==> config.mk <==
export PLATFORM = sky130hd
export DESIGN_NAME = bldc_commutator
export DESIGN_NICKNAME = d
export VERILOG_FILES = /design/src/rtl/comm_pkg.sv /design/src/rtl/hall_conditioner.sv /design/src/rtl/step_decoder.sv /design/src/rtl/drive_stage.sv /design/src/rtl/bldc_commutator.sv
export SDC_FILE = /design/constraint.sdc
export NUM_CORES = 1
export LEC_CHECK = 0
export BUFFER_PORTS_ARGS = -buffer_cell sky130_fd_sc_hd__buf_4
export CORE_MARGIN = 2
export CORE_UTILIZATION = 47
export CTS_CLUSTER_DIAMETER = 200
export CTS_CLUSTER_SIZE = 12
export DETAILED_ROUTE_END_ITERATION = 12
export PLACE_DENSITY = 0.74
export SYNTH_ARGS = -nofsm -noshare
export SYNTH_HDL_FRONTEND = slang
export SYNTH_SLANG_ARGS = --single-unit
==> constraint.sdc <==
create_clock -name clk -period 1.6 [get_ports clk]
set_input_delay 0.32 -clock clk [delete_from_list [all_inputs] [get_ports clk]]
set_output_delay 0.32 -clock clk [all_outputs]
set_load 0.02 [all_outputs]
==> src/rtl/comm_pkg.sv <==
// Shared types and helpers for the commutation decoder.
// Assumes a three-phase machine; bit 0 = phase A, 1 = B, 2 = C.
package comm_pkg;
    localparam int NPH = 3;

    typedef struct packed {
        logic [NPH-1:0] src;   // one-hot phase that sources current
        logic [NPH-1:0] snk;   // one-hot phase that sinks current
        logic           ok;    // code is one of the six valid states
    } step_t;

    // A code is valid when not all inputs agree.
    function automatic logic code_valid(input logic [NPH-1:0] c);
        return (c != '0) && (c != '1);
    endfunction
endpackage

==> src/rtl/hall_conditioner.sv <==
// Synchronizes the raw sensor inputs, applies the inversion mask and
// raises a one-cycle tachometer request on each valid-to-valid change.
// Assumes inputs are asynchronous to clk; SYNC_STAGES >= 1.
module hall_conditioner
    import comm_pkg::*;
#(
    parameter int SYNC_STAGES = 2
) (
    input  logic           clk,
    input  logic           rst_n,
    input  logic [NPH-1:0] hall_raw,
    input  logic [NPH-1:0] inv_mask,
    input  logic           brake,
    output logic [NPH-1:0] code,
    output logic           tach_req
);
    localparam int LAST = SYNC_STAGES - 1;

    logic [NPH-1:0] sync_q [SYNC_STAGES];
    logic [NPH-1:0] prev_q;
    logic           tach_q;

    for (genvar g = 0; g < SYNC_STAGES; g++) begin : g_sync
        if (g == 0) begin : g_first
            // First capture stage of the synchronizer.
            always_ff @(posedge clk) begin
                if (!rst_n) sync_q[0] <= '0;
                else        sync_q[0] <= hall_raw;
            end
        end else begin : g_next
            // Further synchronizer stages.
            always_ff @(posedge clk) begin
                if (!rst_n) sync_q[g] <= '0;
                else        sync_q[g] <= sync_q[g-1];
            end
        end
    end

    // Corrected code after per-input inversion.
    assign code = sync_q[LAST] ^ inv_mask;

    // Edge detector producing the tachometer request.
    always_ff @(posedge clk) begin
        if (!rst_n) begin
            prev_q <= '0;
            tach_q <= 1'b0;
        end else begin
            prev_q <= code;
            tach_q <= (code != prev_q) && code_valid(code)
                      && code_valid(prev_q) && !brake;
        end
    end

    assign tach_req = tach_q;

    p_tach_brake_r10: assert property (@(posedge clk) disable iff (!rst_n)
        brake |=> !tach_req);

    p_tach_needs_change_r10: assert property (@(posedge clk) disable iff (!rst_n)
        (code == prev_q) |=> !tach_req);
endmodule

==> src/rtl/step_decoder.sv <==
// Maps a corrected sensor code and direction to the source/sink phases
// of the six-step sequence. Purely combinational; reverse swaps roles.
module step_decoder
    import comm_pkg::*;
(
    input  logic [NPH-1:0] code,
    input  logic           dir,
    output step_t          step
);
    logic [NPH-1:0] fwd_src;
    logic [NPH-1:0] fwd_snk;

    // Forward six-step table.
    always_comb begin
        unique case (code)
            3'b001:  begin fwd_src = 3'b001; fwd_snk = 3'b010; end
            3'b011:  begin fwd_src = 3'b001; fwd_snk = 3'b100; end
            3'b010:  begin fwd_src = 3'b010; fwd_snk = 3'b100; end
            3'b110:  begin fwd_src = 3'b010; fwd_snk = 3'b001; end
            3'b100:  begin fwd_src = 3'b100; fwd_snk = 3'b001; end
            3'b101:  begin fwd_src = 3'b100; fwd_snk = 3'b010; end
            default: begin fwd_src = 3'b000; fwd_snk = 3'b000; end
        endcase
    end

    // Direction swap and validity flag.
    always_comb begin
        step.src = dir ? fwd_snk : fwd_src;
        step.snk = dir ? fwd_src : fwd_snk;
        step.ok  = code_valid(code);
    end
endmodule

==> src/rtl/drive_stage.sv <==
// Applies chop mode, brake override and inhibits to the decoded step and
// registers the six power commands. High side active low, low side active high.
module drive_stage
    import comm_pkg::*;
(
    input  logic           clk,
    input  logic           rst_n,
    input  step_t          step,
    input  logic           brake,
    input  logic           chop_on,
    input  logic           quad_sel,
    input  logic           inhibit,
    output logic [NPH-1:0] pu_n,
    output logic [NPH-1:0] pd
);
    logic [NPH-1:0] hs_on;
    logic [NPH-1:0] ls_on;
    logic [NPH-1:0] pu_n_q;
    logic [NPH-1:0] pd_q;

    for (genvar p = 0; p < NPH; p++) begin : g_phase
        // Per-phase drive decision.
        always_comb begin
            if (inhibit) begin
                hs_on[p] = 1'b0;
                ls_on[p] = 1'b0;
            end else if (brake) begin
                hs_on[p] = 1'b0;
                ls_on[p] = !chop_on;
            end else if (!step.ok) begin
                hs_on[p] = 1'b0;
                ls_on[p] = 1'b0;
            end else begin
                hs_on[p] = step.src[p] && !(chop_on && quad_sel);
                ls_on[p] = step.snk[p] && !chop_on;
            end
        end

        // Per-phase output register.
        always_ff @(posedge clk) begin
            if (!rst_n) begin
                pu_n_q[p] <= 1'b1;
                pd_q[p]   <= 1'b0;
            end else begin
                pu_n_q[p] <= !hs_on[p];
                pd_q[p]   <= ls_on[p];
            end
        end
    end

    assign pu_n = pu_n_q;
    assign pd   = pd_q;

    p_no_shoot_r12: assert property (@(posedge clk) disable iff (!rst_n)
        (pd & ~pu_n) == '0);

    p_brake_hs_off_r6: assert property (@(posedge clk) disable iff (!rst_n)
        brake |=> (pu_n == '1));

    p_inhibit_off_r7: assert property (@(posedge clk) disable iff (!rst_n)
        inhibit |=> (pu_n == '1 && pd == '0));

    p_two_quad_r4: assert property (@(posedge clk) disable iff (!rst_n)
        (!inhibit && !brake && chop_on && !quad_sel) |=> (pd == '0));

    p_four_quad_r5: assert property (@(posedge clk) disable iff (!rst_n)
        (!inhibit && !brake && chop_on && quad_sel) |=> (pu_n == '1 && pd == '0));

    p_invalid_off_r8: assert property (@(posedge clk) disable iff (!rst_n)
        (!brake && !step.ok) |=> (pu_n == '1 && pd == '0));

    p_single_src_r2: assert property (@(posedge clk) disable iff (!rst_n)
        $countones(~pu_n) <= 1);
endmodule

==> src/rtl/bldc_commutator.sv <==
// Top of the commutation decoder: sensor conditioning, six-step decode and
// the registered power-stage drive. Direction is assumed already settled.
module bldc_commutator
    import comm_pkg::*;
#(
    parameter int SYNC_STAGES = 2
) (
    input  logic       clk,
    input  logic       rst_n,
    input  logic [2:0] hall,
    input  logic [2:0] inv_mask,
    input  logic       dir,
    input  logic       quad_sel,
    input  logic       chop_on,
    input  logic       brake,
    input  logic       inh_uv,
    input  logic       inh_peak,
    input  logic       inh_coast,
    output logic [2:0] pu_n,
    output logic [2:0] pd,
    output logic       tach_req
);
    logic [NPH-1:0] code;
    step_t          step;
    logic           inhibit;

    assign inhibit = inh_uv | inh_peak | inh_coast;

    hall_conditioner #(.SYNC_STAGES(SYNC_STAGES)) cond_i (
        .clk      (clk),
        .rst_n    (rst_n),
        .hall_raw (hall),
        .inv_mask (inv_mask),
        .brake    (brake),
        .code     (code),
        .tach_req (tach_req)
    );

    step_decoder dec_i (
        .code (code),
        .dir  (dir),
        .step (step)
    );

    drive_stage drv_i (
        .clk      (clk),
        .rst_n    (rst_n),
        .step     (step),
        .brake    (brake),
        .chop_on  (chop_on),
        .quad_sel (quad_sel),
        .inhibit  (inhibit),
        .pu_n     (pu_n),
        .pd       (pd)
    );

    p_valid_has_sink_r2: assert property (@(posedge clk) disable iff (!rst_n)
        (step.ok && !inhibit && !brake && !chop_on) |=> ($countones(pd) == 1));
endmodule

==> results.md <==
* Footprint of the multi-input gates at between 300 and 400 sq um
* Compound-Gate Fraction of Synth Area at 0.0772
* Switch Pwr at roughly 200 uW
* Max-cap violations at 0
* Net count, final at 104
* Combinational Power Share at 0.162
* Outcome: finished, final reports clean
* Layout cell share with drive strength beyond 1 at 0.341
* Most frequent cells in the layout: sky130_fd_sc_hd__buf_4 (22), sky130_fd_sc_hd__dfxtp_1 (16), sky130_fd_sc_hd__and2_1 (9), sky130_fd_sc_hd__nor3_1 (8), sky130_fd_sc_hd__and3_1 (6)
* Library cells used by synthesis at 19
* HPWL Detailed at between 800 and 900 um
* Htree depth at 1
* Sequential fraction of the synthesis area at 0.460
* Pre-Repair DR Iteration Count at 4
* Die Wd at ~43 um
* Worst rel slew slack at 0.730
* Post-layout min period at around 1300 ps
* Crit path max fanout at 3
* Final-layout setup total negative slack at 0 ps
* Worst setup margin at 343 ps
* Kind of path behind the tightest hold check: input pin to flip-flop
* Placed Instances at 99
* Area occupied by registers at approximately 320 sq um
* Multiplexer fraction of the synthesized cell area at 0
* Via density at about 5.3
* Switch share at 0.236
* Top-level port count at 22
* Area contributors post-synth: sky130_fd_sc_hd__dfxtp_1 (46%), sky130_fd_sc_hd__xnor3_1 (9.7%), sky130_fd_sc_hd__and2_1 (8.1%)
* Number of nets still failing antenna checks after routing at 0
* Source-to-sink clock delay at the later pin of the worst-skew pair at roughly 290 ps
* Post-synthesis sequential element count at 16
* Filler-free cell count of the finished design at ~100
* Number of warnings reported in the yosys synthesis log at 0
* Area enclosed by the die boundary at approximately 0.0018 sq mm
* Final wirelength at approximately 1.2 mm
* IO Port Bufs at 21
* Row count at 13
* Critical Path End Type: flip-flop
* Global-route congestion overflow total at 0
* Nets in the synthesized netlist at between 70 and 80
* Longest Clk Path Bufs at 2
* Maximum number of pins on one net before global-route repair at 13
* Gpl congestion at between 0.7 and 0.8
* Library cell with the largest summed area after synthesis: sky130_fd_sc_hd__dfxtp_1
* Resize count post-CTS at 0
* Setup Fix Bufs, Post-CTS at 0
* Internal power at around 630 uW
* Signed area change from the synthesized netlist to the final layout at 30.5%
* N_diodes at 0
* Flop pwr share at 0.511
* RSZ-0062 raised after global routing: false
* CTS tree: yes
* Tot GR Track Use at 0.157
* Starting density of the core at 0.516
* Hold violation count in the final report at 0
* Antenna violations before repair at 0
* DR WL/cell at around 11 um
* Total vias in the final route at ~540
* Number of design-rule violations left by the first detailed-router iteration at 11
* Adder and majority gate portion of the synthesized area at 0
* Syn avg cell area at 10.9 sq um
* Wire length of the first global-routing pass at a little over 2 mm
* DRC violation count after routing at 0
* Post-synthesis share of cell area spent on xor and xnor gates at 0.172
* Leak at 0.000414 uW
* Fin Clk Skew at roughly 2.4 ps
* Root buf cell: sky130_fd_sc_hd__clkbuf_4
* Main combinational cell family by area after synthesis: simple AND/OR/NAND/NOR gates
* Data required time of the critical path at roughly 1800 ps
* Kind of start point of the critical path: flip-flop
* Transition at the pin with the smallest max-transition slack at just over 400 ps
* Core Region at between 0.001 and 0.0015 sq mm
* Final Slew Violations at 0
* Number of CTS-inserted buffers at 3
* Worst VDD drop at 0.658 mV
* Minimum setup slack after placement at ~110 ps
* Power per cell area at between 900 and 1000 mW/mm^2
* Final setup viols at 0
* Clock transition at the register clock pins on the worst setup and hold paths after CTS at ~90 ps
* Number of hold buffers added after CTS at 0
* Clock sinks at 16
* Chip Height at between 40 and 50 um
* Netlist area before placement at between 600 and 700 sq um
* Number of global-route vias before repair at 500
* Most frequent standard cell in the layout excluding fill and tap cells: sky130_fd_sc_hd__buf_4
* Type of the worst setup path: flip-flop to flip-flop
* Syn Inst Count at 64
* Clock share of power at 0.327
* Fraction of synthesized cell area taken by the top area cell type at 0.460
* CP arrival at 1470 ps
* Filler cells at about 130
* Max Clock Freq at 796 MHz
* Post-synthesis simple-gate area fraction at 0.280
* Final worst path period share at 0.785
[cell usage after synthesis, drive strengths merged]
cell / instances
nand3: 1
clkbuf: 2
and3: 7
o21ai: 3
a211oi: 1
nor2: 1
nor3: 8
or3: 1
and2: 9
or4b: 1
xnor3: 3
o31a: 3
xnor2: 3
nand4b: 1
dfxtp: 16
nor4: 1
xor2: 3
[layout make-up]
cell class | count | share of cell area
Sequential cell | 16 | 0.352
Multi-Input combinational cell | 46 | 0.406
Timing Repair Buffer | 22 | 0.182
Tap cell | 15 | 0.0206
Clock buffer | 4 | 0.0399
[routing by layer]
layer / GRT usage / vias to the layer above / share of wire
met3: 0.0431 / 5 / 0.056
li1: - / 276 / -
met1: 0.161 / 248 / 0.41
met5: 0 / - / 0
met4: 0.131 / 0 / 0.036
met2: 0.262 / 14 / 0.50
[path summary, 6_finish.rpt]
check                                                    start                             end  slack, ps  cells after the start
worst max register to register     cond_i.prev_q[2]$_SDFF_PN0_      cond_i.tach_req$_SDFF_PN0_        340                      3
worst max-delay path               cond_i.prev_q[2]$_SDFF_PN0_      cond_i.tach_req$_SDFF_PN0_        340                      3
worst min register to register  cond_i.sync_q[0][0]$_SDFF_PN0_  cond_i.sync_q[1][0]$_SDFF_PN0_        440                      1
worst min-delay path                                   hall[1]  cond_i.sync_q[0][1]$_SDFF_PN0_        230                      2
[registers in the layout, summed over array words and instances, names as in the netlist]
signal / count
cond_i.tach_req: 1
cond_i.prev_q: 3
cond_i.sync_q: 6
drv_i.pd: 3
drv_i.pu_n: 3
[cell families after synthesis]
group                  after synthesis
XOR/XNOR                             9
flip-flops                          16
AO/OA/AOI/OAI                        7
AND/OR/NAND/NOR                     30
buffers and inverters                2
[through the flow]
stage	hold slack [ps]	cell area (sq um)	utilization	total power [uW]
5_1_grt	219	910	0.674	864
2_1_floorplan	412	697	-	515
6_report	227	910	0.674	827
4_1_cts	217	910	0.674	839
3_5_place_dp	419	873	0.647	567
3_3_place_gp	415	873	0.647	565
[power by group through the flow]
stage,clock [uW],combinational (uW),sequential (uW)
finish,270,134,422
floorplan,0,80.4,434
global route,291,148,424
CTS,281,135,423
detailed placement,0,135,432
global placement,0,133,431
[critical path, cell delays in order (launching register included)]
cell	delay, ps
sky130_fd_sc_hd__dfxtp_1	360
sky130_fd_sc_hd__xnor3_1	400
sky130_fd_sc_hd__and3_4	190
sky130_fd_sc_hd__nor4_2	230
(Power assumes the default switching activity.)
